--- src/rtl/lic_irq_pkg.sv ---
package lic_irq_pkg;

    localparam int PIN_CNT   = 4;
    localparam int STAT_W    = 8;
    localparam logic [STAT_W-1:0] RESET_VALUE = 8'h20;

    typedef struct packed {
        logic                 lvl_above;   // bit 7
        logic                 ramp_rdy;    // bit 6
        logic                 rst_seen;    // bit 5
        logic                 meas_done;   // bit 4
        logic [PIN_CNT-1:0]   pins;        // bits 3:0, pin 4 down to pin 1
    } stat_t;

    // Effective debounce length: zero is treated as one tick.
    function automatic logic [4:0] eff_limit(input logic [3:0] len);
        return (len == 4'd0) ? 5'd1 : {1'b0, len};
    endfunction

endpackage

--- src/rtl/lic_pin_debounce.sv ---
module lic_pin_debounce
    import lic_irq_pkg::*;
(
    input  logic       clk,
    input  logic       rst,
    input  logic       tick,
    input  logic [3:0] len,
    input  logic       raw,
    output logic       lvl_q,
    output logic       lvl_nxt
);

    logic [3:0] cnt_q;
    logic [3:0] cnt_nxt;
    logic [4:0] cnt_inc;

    assign cnt_inc = {1'b0, cnt_q} + 5'd1;

    always_comb begin
        lvl_nxt = lvl_q;
        cnt_nxt = cnt_q;
        if (tick) begin
            if (raw != lvl_q) begin
                if (cnt_inc >= eff_limit(len)) begin
                    lvl_nxt = raw;
                    cnt_nxt = '0;
                end else begin
                    cnt_nxt = cnt_inc[3:0];
                end
            end else begin
                cnt_nxt = '0;
            end
        end
    end

    always_ff @(posedge clk) begin
        if (rst) begin
            lvl_q <= raw;
            cnt_q <= '0;
        end else begin
            lvl_q <= lvl_nxt;
            cnt_q <= cnt_nxt;
        end
    end

endmodule

--- src/rtl/lic_irq_event.sv ---
module lic_irq_event
    import lic_irq_pkg::*;
(
    input  logic               clk,
    input  logic               rst,
    input  logic               ramp_active,
    input  logic               lm_done,
    input  logic [PIN_CNT-1:0] pin_q,
    input  logic [PIN_CNT-1:0] pin_nxt,
    input  logic [PIN_CNT-1:0] pin_mask,
    output logic               rdy_nxt,
    output logic               ev_any
);

    logic rdy_q;
    logic done_q;
    logic rdy_rise;
    logic done_rise;
    logic [PIN_CNT-1:0] pin_chg;

    assign rdy_nxt   = ~ramp_active;
    assign rdy_rise  = rdy_nxt & ~rdy_q;
    assign done_rise = lm_done & ~done_q;

    for (genvar i = 0; i < PIN_CNT; i++) begin : g_pin_ev
        assign pin_chg[i] = (pin_nxt[i] ^ pin_q[i]) & ~pin_mask[i];
    end

    assign ev_any = rdy_rise | done_rise | (|pin_chg);

    always_ff @(posedge clk) begin
        if (rst) begin
            rdy_q  <= ~ramp_active;
            done_q <= lm_done;
        end else begin
            rdy_q  <= rdy_nxt;
            done_q <= lm_done;
        end
    end

endmodule

--- src/rtl/lic_irq_hold.sv ---
module lic_irq_hold
    import lic_irq_pkg::*;
(
    input  logic  clk,
    input  logic  rst,
    input  logic  all_read,
    input  logic  ev_any,
    input  stat_t live,
    output stat_t hold_q,
    output logic  irq
);

    logic pend_q;
    logic rstat_q;
    logic load;
    stat_t live_clean;

    assign irq  = pend_q | rstat_q;
    assign load = ~irq | all_read;

    always_comb begin
        live_clean          = live;
        live_clean.rst_seen = 1'b0;
    end

    always_ff @(posedge clk) begin
        if (rst) begin
            hold_q  <= stat_t'(RESET_VALUE);
            pend_q  <= 1'b0;
            rstat_q <= 1'b1;
        end else begin
            rstat_q <= rstat_q & ~all_read;
            pend_q  <= (pend_q & ~all_read) | ev_any;
            if (load) begin
                hold_q <= live_clean;
            end
        end
    end

endmodule

--- src/rtl/lic_irq_status.sv ---
module lic_irq_status
    import lic_irq_pkg::*;
#(
    parameter int DB_W = 4
)(
    input  logic                clk,
    input  logic                rst,
    input  logic                sample_tick,
    input  logic [DB_W-1:0]     db_len,
    input  logic [PIN_CNT-1:0]  pin_raw,
    input  logic [PIN_CNT-1:0]  pin_mask,
    input  logic                ramp_active,
    input  logic                lm_done,
    input  logic                lm_above,
    input  logic                rd_strobe,
    input  logic                all_read,
    output logic [STAT_W-1:0]   rd_data,
    output logic                irq
);

    logic [PIN_CNT-1:0] pin_q;
    logic [PIN_CNT-1:0] pin_nxt;
    logic               rdy_nxt;
    logic               ev_any;
    stat_t              live;
    stat_t              hold;
    logic [STAT_W-1:0]  hold_bits;

    for (genvar i = 0; i < PIN_CNT; i++) begin : g_db
        lic_pin_debounce u_db (
            .clk     (clk),
            .rst     (rst),
            .tick    (sample_tick),
            .len     (db_len[3:0]),
            .raw     (pin_raw[i]),
            .lvl_q   (pin_q[i]),
            .lvl_nxt (pin_nxt[i])
        );
    end

    lic_irq_event u_ev (
        .clk         (clk),
        .rst         (rst),
        .ramp_active (ramp_active),
        .lm_done     (lm_done),
        .pin_q       (pin_q),
        .pin_nxt     (pin_nxt),
        .pin_mask    (pin_mask),
        .rdy_nxt     (rdy_nxt),
        .ev_any      (ev_any)
    );

    always_comb begin
        live.lvl_above = lm_above;
        live.ramp_rdy  = rdy_nxt;
        live.rst_seen  = 1'b0;
        live.meas_done = lm_done;
        live.pins      = pin_nxt;
    end

    lic_irq_hold u_hold (
        .clk      (clk),
        .rst      (rst),
        .all_read (all_read),
        .ev_any   (ev_any),
        .live     (live),
        .hold_q   (hold),
        .irq      (irq)
    );

    assign hold_bits = hold;
    assign rd_data   = rd_strobe ? hold_bits : '0;

endmodule

--- config.mk ---
export PLATFORM = sky130hd
export DESIGN_NAME = lic_irq_status
export DESIGN_NICKNAME = d
export VERILOG_FILES = /design/src/rtl/lic_irq_pkg.sv /design/src/rtl/lic_pin_debounce.sv /design/src/rtl/lic_irq_event.sv /design/src/rtl/lic_irq_hold.sv /design/src/rtl/lic_irq_status.sv
export SDC_FILE = /design/constraint.sdc
export NUM_CORES = 1
export LEC_CHECK = 0
export BUFFER_PORTS_ARGS = -buffer_cell sky130_fd_sc_hd__buf_2
export CAP_MARGIN = 20
export CORE_AREA = 2 2 64 66
export DETAILED_ROUTE_END_ITERATION = 8
export DIE_AREA = 0 0 66 68
export GPL_ROUTABILITY_DRIVEN = 0
export PLACE_DENSITY = 0.86
export REMOVE_ABC_BUFFERS = 1
export SLEW_MARGIN = 20
export SYNTH_ARGS = -nofsm -noshare
export SYNTH_HDL_FRONTEND = slang
export SYNTH_SLANG_ARGS = --single-unit
--- constraint.sdc ---
create_clock -name clk -period 2.4 [get_ports clk]
set_clock_uncertainty 0.05 [all_clocks]
set_input_delay 0.24 -clock clk [delete_from_list [all_inputs] [get_ports clk]]
set_output_delay 0.24 -clock clk [all_outputs]
set_load 0.005 [all_outputs]
Word level (Yosys, flattened, before mapping)
Cells that the tools add are included.
- logic and storage cells: 83
- input bits: 20
- register bits: 32
- bitwise operators: 26
- equality and inequality tests: 4
- magnitude comparators: 4
- add/subtract/negate cells: 4
- reduce and logical (&&, ||, !) cells: 2
- multiplexer cells: 26
- operator list (cell ; number):
    4-bit two-way mux ; 9
    4-bit by 1-bit adder with 5-bit output, second input constant ; 4
    5-bit greater-or-equal comparator ; 4
    1-bit two-way mux ; 16
    1-bit NOT ; 9
    1-bit AND ; 8
    8-bit two-way mux ; 1
    1-bit OR ; 5
    4-bit logical NOT ; 1
    1-bit inequality test ; 4
    4-bit OR reduction ; 1
    1-bit XOR ; 4

Logic depth before layout (Yosys ltp)
Gate-level depths: netlist (run 1).
- depth after elaboration: 11
- depth in mapped cells: 12

Modules after synthesis
A second synthesis (run 1) with hierarchy kept.
- cells, all modules: 223
- area, all modules: 2105.8 µm²
- by module, submodules not included (module ; seq. area each (µm²) ; cells an instance ; area an instance (µm²) ; times used):
    lic_pin_debounce ; 100.1 ; 40 ; 371.6 ; 4
    lic_irq_hold ; 200.2 ; 41 ; 455.4 ; 1
    lic_irq_event ; 40.0 ; 13 ; 110.1 ; 1
    lic_irq_status ; 0.0 ; 9 ; 53.8 ; 1

Least setup slack after synthesis (run 1)
Ideal clock, no wire load.
- kind: input to register
- from: in db_len[2]
- to: reg g_db[3].u_db.cnt_q[3]
- library setup time: 0.091 ns
- path slack: -0.037 ns
- stages: 12
- data required time: 2.259 ns
- arrival: 2.296 ns
- cells stage by stage: clkbuf_8 -> nor3_1 -> or2_2 -> ha_1 -> nand2b_1 -> a211oi_1 -> o21ai_0 -> a21oi_1 -> and3_1 -> buf_2 -> a41oi_1 -> a311oi_1
- longest elaborated chain between the ends: 5
- RTL lines (item ; RTL line ; RTL):
    start: declaration ; lic_irq_status.sv:9 ; input logic [DB_W-1:0] db_len,
    4-bit logical NOT ; lic_irq_pkg.sv:17 ; return (len == 4'd0) ? 5'd1 : {1'b0, len};
    4-bit two-way mux * ; lic_irq_pkg.sv:17 ;
    5-bit greater-or-equal comparator * ; lic_pin_debounce.sv:24 ; if (cnt_inc >= eff_limit(len)) begin
    4-bit two-way mux * ; lic_pin_debounce.sv:24 ;
    4-bit two-way mux * ; lic_pin_debounce.sv:23 ; if (raw != lvl_q) begin
    end signal: assignment ; lic_pin_debounce.sv:42 ; cnt_q <= cnt_nxt;
    end: declaration ; lic_pin_debounce.sv:13 ; logic [3:0] cnt_q;
Mark *: on every way between the ends. The rest lies on a longest branch, timed or not.
A chain may end at the register's enable or synchronous reset.

Worst setup path in the final report (run 1)
- from: reg g_db[1].u_db.cnt_q[1]
- to: reg g_db[1].u_db.lvl_q
- longest elaborated chain between the ends: 6
- RTL lines (item ; RTL line ; RTL):
    start: declaration ; lic_pin_debounce.sv:13 ;
    start signal: assignment ; lic_pin_debounce.sv:42 ;
    4-bit by 1-bit adder with 5-bit output ; lic_pin_debounce.sv:17 ; assign cnt_inc = {1'b0, cnt_q} + 5'd1;
    5-bit greater-or-equal comparator ; lic_pin_debounce.sv:24 ;
    1-bit two-way mux ; lic_pin_debounce.sv:24 ;
    1-bit two-way mux ; lic_pin_debounce.sv:23 ;
    1-bit two-way mux ; lic_pin_debounce.sv:22 ; if (tick) begin
    1-bit two-way mux ; lic_pin_debounce.sv:37 ; if (rst) begin
    end signal: assignment ; lic_pin_debounce.sv:38 ; lvl_q <= raw;
    end signal: assignment ; lic_pin_debounce.sv:41 ; lvl_q <= lvl_nxt;
    end: declaration ; lic_pin_debounce.sv:9 ; output logic lvl_q,
Every way passes these cells.

==> run_results.csv, run 1 <==
group,metric,value,unit
run_status,status,"complete, no violations",
sta,fin_crit_sh,0.9607,
final_layout,final_util,0.5957,
floorplanning,io_pins,29,
final_layout,seq_area,645.6,um^2
pwr,pwr-share-seq,0.429,
sta,relSlewSlack,0.6205,
route,met3_length,103,um
logic_synthesis,synth_warnings,0,
logic_synthesis,synth-seq-area-share,0.3380,
pwr,p_clk_frac,0.378,
logic_synthesis,synth-edff-count,0,
route,vias_per_cell,5.428,
clock_tree,cts_buffers,5,
global_routing,grt-ovfl-total,0,
route,post_drt_wl_per_cell,13.65,um
job,max_cap_viol_count,0,
final_layout,drive_gt1_frac,0.2638,
logic_synthesis,ys_async_sr_fraction,0,
clock_tree,cts.sinks,32,
route,drtAntennaViolNets,0,
pwr,intPower,1.002,mW
clock_tree,clockBufferDepth,2,
placement,dpl.hpwl,2841,um
floorplanning,initial_core_util,0.4916,
route,highest_layer,"met4",
worst_hold_path,hold_path_class,"primary input to flop",
critical_path,start_kind,"flop",
sta,hold_viol,0,
logic_synthesis,synth_commonest_cells,"dfxtp_1 (32), nor2_1 (20), nand2_1 (15), ha_1 (13), mux2i_1 (10)",
pwr,netSwitchingFraction,0.2676,
placement,portBuffers,28,
route,dr.pass1.iters,4,
logic_synthesis,synth_seq_cells,32,
route,met2_length,2082,um
final_layout,multi_input_area,0.001225,mm^2
global_routing,grt_pass1_wl,6651,um
sta,fin_tns_setup,0,ns
pwr,p_sw,0.3663,mW
critical_path,end_kind,"flop",
logic_synthesis,yosysTopAreaCell,"dfxtp_1",
pwr,combPwrFrac,0.193,
clock_tree,cts-root-buf,"clkbuf_8",
sta,slew_viol_final,0,
pwr,ir_worst_vdd,227.1,uV
route,finalWirelength,4150,um
logic_synthesis,yosysMostFrequentCell,"dfxtp_1",
sta,worst_pin_slew,0.5692,ns
clock_tree,cts_setup_buffers,0,
route,wl_met1,1898,um
critical_path,critical_path_class,"flop to flop",
pwr,p_leak,0.9659,nW
pwr,powerDensity,595.8,mW/mm^2
floorplanning,dieArea,0.004488,mm^2
logic_synthesis,synthCells,215,
critical_path,worstRegToRegCells,8,
clock_tree,clk_latency,0.29,ns
floorplanning,core,0.003856,mm^2
clock_tree,htree_levels,2,
logic_synthesis,synthDistinctLibCells,42,
logic_synthesis,synth_area,0.001896,mm^2
sta,fin_crit,2.306,ns
final_layout,area_growth_syn_to_layout,21.19,%
critical_path,crit_path_max_fanout,4,
logic_synthesis,synth.top_cell.area_share,0.3380,
final_layout,antenna_cells,0,
worst_hold_path,holdPathStages,1,
route,drt_iter0_markers,84,
logic_synthesis,syn_avg_cell_area,8.817,um^2
floorplanning,die_x,66,um
sta,fmax,0.4337,GHz
global_routing,antenna_found_initial,0,
route,drc,0,
global_routing,grt_pass1_vias,1516,
global_routing,grt.total_usage,0.1934,
critical_path,worst_ep_required_time,2.53,ns
route,vias,1650,
clock_tree,cts_tree,"yes",
logic_synthesis,synth-main-ff-cell,"dfxtp_1",
floorplanning,placementRows,23,
final_layout,n_fill_cell,331,
logic_synthesis,synth_area_leaders,"dfxtp_1 (34%), ha_1 (8.6%), mux2i_1 (5.3%), nor2_1 (4.0%), xor2_1 (3.7%)",
critical_path,arrival,2.43,ns
floorplanning,dieHeight,68,um
sta,setup_viol,0,
global_routing,grt_max_degree,31,
final_layout,nets,286,
clock_tree,clk_pin_slew_worst_paths,0.07,ns
area by class of cell:
class                           instances  share of cell area
Sequential cell                        32              0.2810
Clock inverter                          2             0.01525
Tap cell                               50             0.02723
Multi-Input combinational cell        166              0.5332
Clock buffer                            6             0.03159
Inverter                                9             0.01471
Timing Repair Buffer                   39             0.09695
metal layers:
| metal | GRT usage | vias up |
|---|---|---|
| met1 | 0.2315 | 765 |
| met4 | 0.07653 | 0 |
| met2 | 0.3359 | 19 |
| li1 | - | 859 |
| met3 | 0.04605 | 7 |
| met5 | 0 | - |
state kept, by name, summed over array words and instances (netlist names):
register / flops
g_db.u_db.cnt_q: 16
u_hold.hold_q: 8
g_db.u_db.lvl_q: 4
u_ev.done_q: 1
u_ev.rdy_q: 1
u_hold.pend_q: 1
u_hold.rstat_q: 1
worst paths after layout:
kind / endpoint / startpoint / slack [ns]
setup / recovery: g_db[1].u_db.lvl_q / g_db[1].u_db.cnt_q[1] / 0.09
hold / removal: u_ev.done_q / lm_done / 0.02
setup reg to reg: g_db[1].u_db.lvl_q / g_db[1].u_db.cnt_q[1] / 0.09
hold reg to reg: u_hold.hold_q[5] / u_hold.hold_q[5] / 0.44
through the flow:
step	setup WS, ns	instances	power [mW]	hold slack [ns]	area (um^2)
3_3_place_gp	-0.05978	296	0.8335	0.3206	2140
2_1_floorplan	0.1179	207	0.7471	0.2177	1854
6_report	0.09426	304	1.369	0.02419	2297
3_5_place_dp	-0.1771	296	0.8439	0.3228	2140
4_1_cts	0.006637	304	1.362	0.01787	2247
5_1_grt	-0.003459	304	1.434	0.01556	2297
what timing repair did:
item                                    4_1_cts  5_1_grt
endpoints found under the hold margin         0        0
hold buffers                                  0        0
endpoints found under the setup margin        0       11
gates resized for setup                       0       13
cell families after synthesis:
family                     count (synthesis)  share of synthesized area
buffers and inverters                     17                    0.03960
and+or+nand+nor                           74                     0.1927
DFF                                       32                     0.3380
adders and majority gates                 16                     0.1023
xor gates and xnor gates                  12                    0.05545
AOI/OAI and AO/OA                         50                     0.1954
muxes                                     14                    0.07657
power by group through the flow:
stage                     clock [mW]  sequential, mW  combinational, mW
after floorplan                    0           0.596              0.151
after global placement             0           0.594              0.239
after detailed placement           0           0.597              0.247
after CTS                      0.526           0.585              0.250
after global routing           0.548           0.591              0.295
final                          0.518           0.587              0.264
placed cells by master, fill, tap and decap left out, types with 2 or more instances in the layout:
master,instances
a211o_1,4
a211oi_1,6
a211oi_2,2
a21oi_1,8
a21oi_2,4
a22o_1,2
a22oi_1,2
a2bb2oi_1,5
a311oi_1,2
and2_1,8
buf_2,28
buf_4,11
clkbuf_8,5
dfxtp_1,28
dfxtp_2,4
ha_1,11
inv_1,8
maj3_1,2
mux2_1,2
mux2_2,2
mux2i_1,10
nand2_1,15
nand2b_1,4
nand3_1,7
nand4_1,3
nor2_1,20
nor2b_1,8
nor3_1,3
nor4_1,2
o21ai_0,4
o2bb2ai_1,4
o31ai_1,2
xnor2_1,4
xor2_1,8
worst max-delay path, stage by stage (launching register included):
cell and delay [ns]:
dfxtp_2 0.34, ha_1 0.32, ha_1 0.28, a21oi_1 0.07, maj3_1 0.33, a22o_1 0.23, a21oi_2 0.18, nor2_1 0.07
mux2_1 0.33
(Power assumes the default switching activity.)
==> inputs of run 2 (changes only) <==
- CELL_PAD_IN_SITES_DETAIL_PLACEMENT: default -> 1
- CELL_PAD_IN_SITES_GLOBAL_PLACEMENT: default -> 1
- CORE_AREA: 2 2 64 66 -> 2 2 74 76
- DIE_AREA: 0 0 66 68 -> 0 0 76 78
- PLACE_DENSITY: 0.86 -> 0.84
==> run 2 against run 1 <==
Register-to-register slack hardly changed. Sequential power hardly changed. Die area is 32% higher. Combinational power is 4% higher. Critical path depth stayed put. Clock power is 15% lower. Worst setup slack worse by 0.0020 ns. Fmax hardly changed. Critical path type unchanged. Critical endpoint unchanged. Largest cell class unchanged. Highest routed layer unchanged.
==> run_results.csv, run 2 (same netlist as run 1, synthesis figures left out) <==
group,metric,value,unit
pwr,netSwitchingFraction,0.2866,
floorplanning,die_x,76,um
worst_hold_path,hold_path_class,"primary input to flop",
critical_path,crit_family,"adder cells",
clock_tree,holdBufCountCts,0,
route,drc,0,
sta,relSlewSlack,0.6099,
critical_path,worst_ep_required_time,2.53,ns
placement,dp_cells,316,
placement,dpl.hpwl,3685,um
route,drt_iter0_markers,57,
clock_tree,clk_latency,0.29,ns
final_layout,antenna_cells,0,
global_routing,grt.total_usage,0.1848,
route,post_drt_wl_per_cell,15.84,um
route,dr.pass1.iters,4,
pwr,power.total,1.302,mW
pwr,combPwrFrac,0.211,
final_layout,top_register,"g_db.u_db.cnt_q",
placement,portBuffers,28,
final_layout,design_area,0.002311,mm^2
sta,setup_slack,0.09221,ns
sta,fin_crit_sh,0.9616,
critical_path,arrival,2.44,ns
clock_tree,cts_buffers,5,
sta,worst_pin_slew,0.5851,ns
placement,place_area,0.002165,mm^2
route,met2_length,2724,um
floorplanning,io_pins,29,
pwr,intPower,0.9291,mW
final_layout,nets,286,
clock_tree,clockBufferDepth,2,
sta,setup_viol,0,
pwr,p_sw,0.3733,mW
sta,fmax,0.4333,GHz
pwr,ir_worst_vdd,260.8,uV
floorplanning,core,0.005042,mm^2
final_layout,layout_commonest_cell,"dfxtp_1",
sta,fin_tns_setup,0,ns
route,finalWirelength,5133,um
critical_path,crit_buf_inv,0,
route,wl_met1,2210,um
sta,fin_crit,2.308,ns
clock_tree,clk_pin_slew_worst_paths,0.07,ns
global_routing,antenna_found_initial,0,
placement,pre_cts_ws,-0.2258,ns
pwr,p_clk_frac,0.338,
floorplanning,initial_core_util,0.3759,
route,highest_layer,"met4",
clock_tree,cts.sinks,32,
global_routing,grt_pass1_wl,8797,um
route,vias,1688,
clock_tree,cts-root-buf,"clkbuf_8",
route,met3_length,102,um
global_routing,grt_max_degree,31,
final_layout,area_growth_syn_to_layout,21.91,%
critical_path,critical_path.max_stage_delay,0.34,ns
global_routing,grt_pass1_vias,1844,
sta,rsz0062_at_grt,"yes",
final_layout,mostFrequentLayoutCells,"dfxtp_1 (29), buf_2 (28), nor2_1 (20)",
global_routing,grt-ovfl-total,0,
job,max_cap_viol_count,0,
clock_tree,htree_levels,2,
final_layout,top_regs,"g_db.u_db.cnt_q x16, u_hold.hold_q x8, g_db.u_db.lvl_q x4",
critical_path,crit_chain,"ha_1 > ha_1 > a21oi_2 > maj3_1 > a22o_1 > a21oi_2 > nor2_1 > mux2_1",
sta,hold_viol,0,
clock_tree,cts_tree,"yes",
pwr,pwr-share-seq,0.451,
run_status,status,"complete, no violations",
floorplanning,dieArea,0.005928,mm^2
floorplanning,dieHeight,78,um
pwr,p_leak,0.9604,nW
final_layout,drive_gt1_frac,0.2677,
clock_tree,cts_setup_buffers,0,
final_layout,largest_reg_flops,16,
sta,slew_viol_final,0,
critical_path,critical_path_class,"flop to flop",
route,vias_per_cell,5.210,
floorplanning,placementRows,26,
critical_path,crit_path_max_fanout,4,
critical_path,end_kind,"flop",
pwr,powerDensity,563.6,mW/mm^2
critical_path,start_kind,"flop",
final_layout,layoutNonFillerInstCount,324,
critical_path,slowest_stage,"dfxtp_2",
route,drtAntennaViolNets,0,
run 2: cell count changes in the layout (fill, tap and decap cells not counted), sizes merged:
cell / before / now
bufinv: 1 / 0
clkbuf: 6 / 7
clkinv: 2 / 1
clkinvlp: 0 / 1
run 2: final cells by class:
class / instances / area [um^2]
Sequential cell: 32 / 644.4
Clock buffer: 7 / 86.33
Timing Repair Buffer: 39 / 222.7
Tap cell: 70 / 87.58
Multi-Input combinational cell: 166 / 1229
Fill cell: 605 / 2731
Inverter: 9 / 33.78
Clock inverter: 1 / 7.507
run 2: final timing paths:
| check | start | end | slack (ns) | cells past startpoint |
|---|---|---|---|---|
| worst max-delay path | g_db[1].u_db.cnt_q[1] | g_db[1].u_db.lvl_q | 0.09 | 8 |
| worst min-delay path | lm_done | u_ev.done_q | 0.04 | 1 |
| worst max register to register | g_db[1].u_db.cnt_q[1] | g_db[1].u_db.lvl_q | 0.09 | 8 |
| worst min register to register | u_hold.hold_q[5] | u_hold.hold_q[5] | 0.43 | 1 |
run 2: stage by stage:
stage	util	hold slack [ns]
6_report	0.4583	0.03622
5_1_grt	0.4583	0.02842
4_1_cts	0.4504	0.02844
3_5_place_dp	0.4293	0.3277
3_3_place_gp	0.4293	0.3237
2_1_floorplan	-	0.2177
run 2: routing by layer:
layer / vias to the layer above / track usage
met4: 0 / 0.06545
met3: 8 / 0.03023
met5: - / 0
met1: 818 / 0.2049
met2: 15 / 0.3554
li1: 847 / -
run 2: timing repair:
| item | CTS | global route |
|---|---|---|
| endpoints found under the setup margin | 3 | 16 |
| resized for setup | 4 | 11 |
| pin swaps | 1 | 6 |
run 2: power by group through the flow:
stage	Clock [mW]	Sequential (mW)	Combinational, mW
after global placement	0	0.594	0.245
final	0.441	0.587	0.275
after floorplan	0	0.596	0.151
after global routing	0.470	0.590	0.309
after detailed placement	0	0.597	0.257
after CTS	0.448	0.585	0.265
run 2: worst reg2reg max path: stages (launching register included):
cell and delay (ns):
dfxtp_2 0.34, ha_1 0.31, ha_1 0.31, a21oi_2 0.06, maj3_1 0.32, a22o_1 0.23
a21oi_2 0.19, nor2_1 0.07, mux2_1 0.32
==> inputs of run 3 (changes only) <==
- CORE_AREA: 2 2 74 76 -> 2 2 72 74
- CTS_BUF_LIST: default -> sky130_fd_sc_hd__clkbuf_2
- DIE_AREA: 0 0 76 78 -> 0 0 74 76
- PLACE_DENSITY: 0.84 -> 0.88
==> run 3 against run 2 <==
Die area shrank 5.1%. Via count grew 3.3%. Critical path type unchanged. Critical path depth is 1 higher. Routed wire length decreased by 0.56%. Largest power group unchanged. Power shrank 13%.
==> run_results.csv, run 3 (same netlist as run 1, synthesis figures left out) <==
group,metric,value,unit
critical_path,worst_ep_required_time,2.64,ns
global_routing,grt_pass1_wl,8418,um
sta,rsz0062_at_grt,"yes",
critical_path,end_kind,"flop",
floorplanning,die_x,74,um
route,drtAntennaViolNets,0,
sta,slew_viol_final,0,
worst_hold_path,hold_path_class,"primary input to flop",
clock_tree,clockBufferDepth,2,
critical_path,arrival,2.53,ns
final_layout,top_register,"g_db.u_db.cnt_q",
critical_path,slowest_stage,"dfxtp_2",
final_layout,top_regs,"g_db.u_db.cnt_q x16, u_hold.hold_q x8, g_db.u_db.lvl_q x4",
route,finalWirelength,5104,um
clock_tree,cts.sinks,32,
final_layout,nets,291,
route,vias_per_cell,5.301,
placement,portBuffers,28,
job,max_cap_viol_count,0,
global_routing,grt-ovfl-total,0,
route,met2_length,2750,um
sta,fin_crit_sh,0.9566,
clock_tree,cts_tree,"yes",
route,dr.pass1.iters,4,
route,drc,0,
route,wl_met1,2159,um
sta,fmax,0.4356,GHz
pwr,p_leak,0.9574,nW
final_layout,layout_commonest_cell,"buf_2",
placement,place_area,0.002172,mm^2
placement,dpl.hpwl,3544,um
critical_path,crit_path_max_fanout,4,
sta,setup_viol,0,
critical_path,crit_chain,"buf_4 > ha_1 > nand2b_1 > a21oi_1 > maj3_2 > a22o_1 > a21oi_2 > nor2_1 > mux2_1",
final_layout,design_area,0.002335,mm^2
sta,worst_pin_slew,0.5842,ns
clock_tree,htree_levels,2,
floorplanning,placementRows,26,
clock_tree,cts-root-buf,"clkbuf_2",
floorplanning,initial_core_util,0.3859,
route,met3_length,109,um
critical_path,critical_path.max_stage_delay,0.38,ns
floorplanning,io_pins,29,
route,vias,1744,
global_routing,antenna_found_initial,0,
sta,setup_slack,0.1041,ns
placement,pre_cts_ws,-0.1775,ns
critical_path,start_kind,"flop",
critical_path,setup.worst_path.start,"g_db[2].u_db.cnt_q[0]",
global_routing,grt_pass1_vias,1814,
clock_tree,clk_pin_slew_worst_paths,0.18,ns
route,highest_layer,"met4",
clock_tree,clk_latency,0.40,ns
floorplanning,core,0.004912,mm^2
pwr,powerDensity,485.8,mW/mm^2
final_layout,mostFrequentLayoutCells,"buf_2 (28), dfxtp_1 (25), nor2_1 (20)",
run_status,status,"complete, no violations",
final_layout,n_fill_cell,580,
final_layout,largest_reg_flops,16,
floorplanning,dieHeight,76,um
critical_path,critical_path_class,"flop to flop",
route,drt_iter0_markers,80,
pwr,ir_worst_vdd,174.1,uV
final_layout,drive_gt1_frac,0.2934,
worst_hold_path,hold_start,"lm_above",
clock_tree,cts_buffers,5,
global_routing,grt_max_degree,31,
sta,relSlewSlack,0.6101,
critical_path,r2r-start,"g_db[2].u_db.cnt_q[0]",
sta,hold_viol,0,
global_routing,grt.total_usage,0.1905,
sta,fin_crit,2.296,ns
final_layout,antenna_cells,0,
floorplanning,dieArea,0.005624,mm^2
final_layout,area_growth_syn_to_layout,23.17,%
route,post_drt_wl_per_cell,15.51,um
==> run 3: worst max-delay path: cells and delay by family (launching register included) <==
family,cells,cell delay [ns]
compound gates,3,0.52
fa+ha+maj,2,0.50
buf+inv,1,0.14
flops,1,0.38
mux,1,0.32
simple gates,2,0.28
==> run 3: per-layer routing <==
layer,track usage,up-vias
met5,0,-
met4,0.06727,0
met3,0.03704,9
met2,0.3420,23
met1,0.2176,855
li1,-,857
==> run 3: metrics by stage <==
stage	setup TNS (ns)	total power, mW	util	hold WS, ns	instances
finish	0	1.134	0.4753	0.03746	329
global route	-0.1223	1.208	0.4753	0.03710	329
CTS	0	1.120	0.4559	0.02153	327
detailed placement	-1.472	0.8539	0.4422	0.3340	317
global placement	-0.3059	0.8397	0.4422	0.3217	317
floorplan	0	0.7471	-	0.2177	207
==> run 3: final cells by class <==
class,count,area (um^2),share of cell area
well taps,70,87.58,0.03751
repair buffers,44,265.3,0.1136
multi-input cells,166,1257,0.5386
clock inverters,3,13.76,0.005895
inverters,9,33.78,0.01447
flip-flops and latches,32,651.9,0.2792
clock buffers,5,25.02,0.01072
==> run 3: final timing paths <==
| path | end | slack, ns | cells past startpoint |
|---|---|---|---|
| setup / recovery | g_db[2].u_db.lvl_q | 0.10 | 9 |
| hold reg to reg | u_hold.rstat_q | 0.45 | 1 |
| setup reg to reg | g_db[2].u_db.lvl_q | 0.10 | 9 |
| hold / removal | u_hold.hold_q[7] | 0.04 | 3 |
==> run 3: power breakdown <==
part / internal [mW] / switching (mW) / leakage [nW]
Clock: 0.0651 / 0.197 / 0.0302
Combinational: 0.140 / 0.143 / 0.660
Sequential: 0.566 / 0.0236 / 0.267
==> run 3: repair_timing <==
action	CTS	global route
setup endpoints to repair	1	21
hold buffers	2	0
cloned	0	0
resized for setup	2	16
hold endpoints to repair	3	0
pin swaps	0	6
buffers inserted	0	2
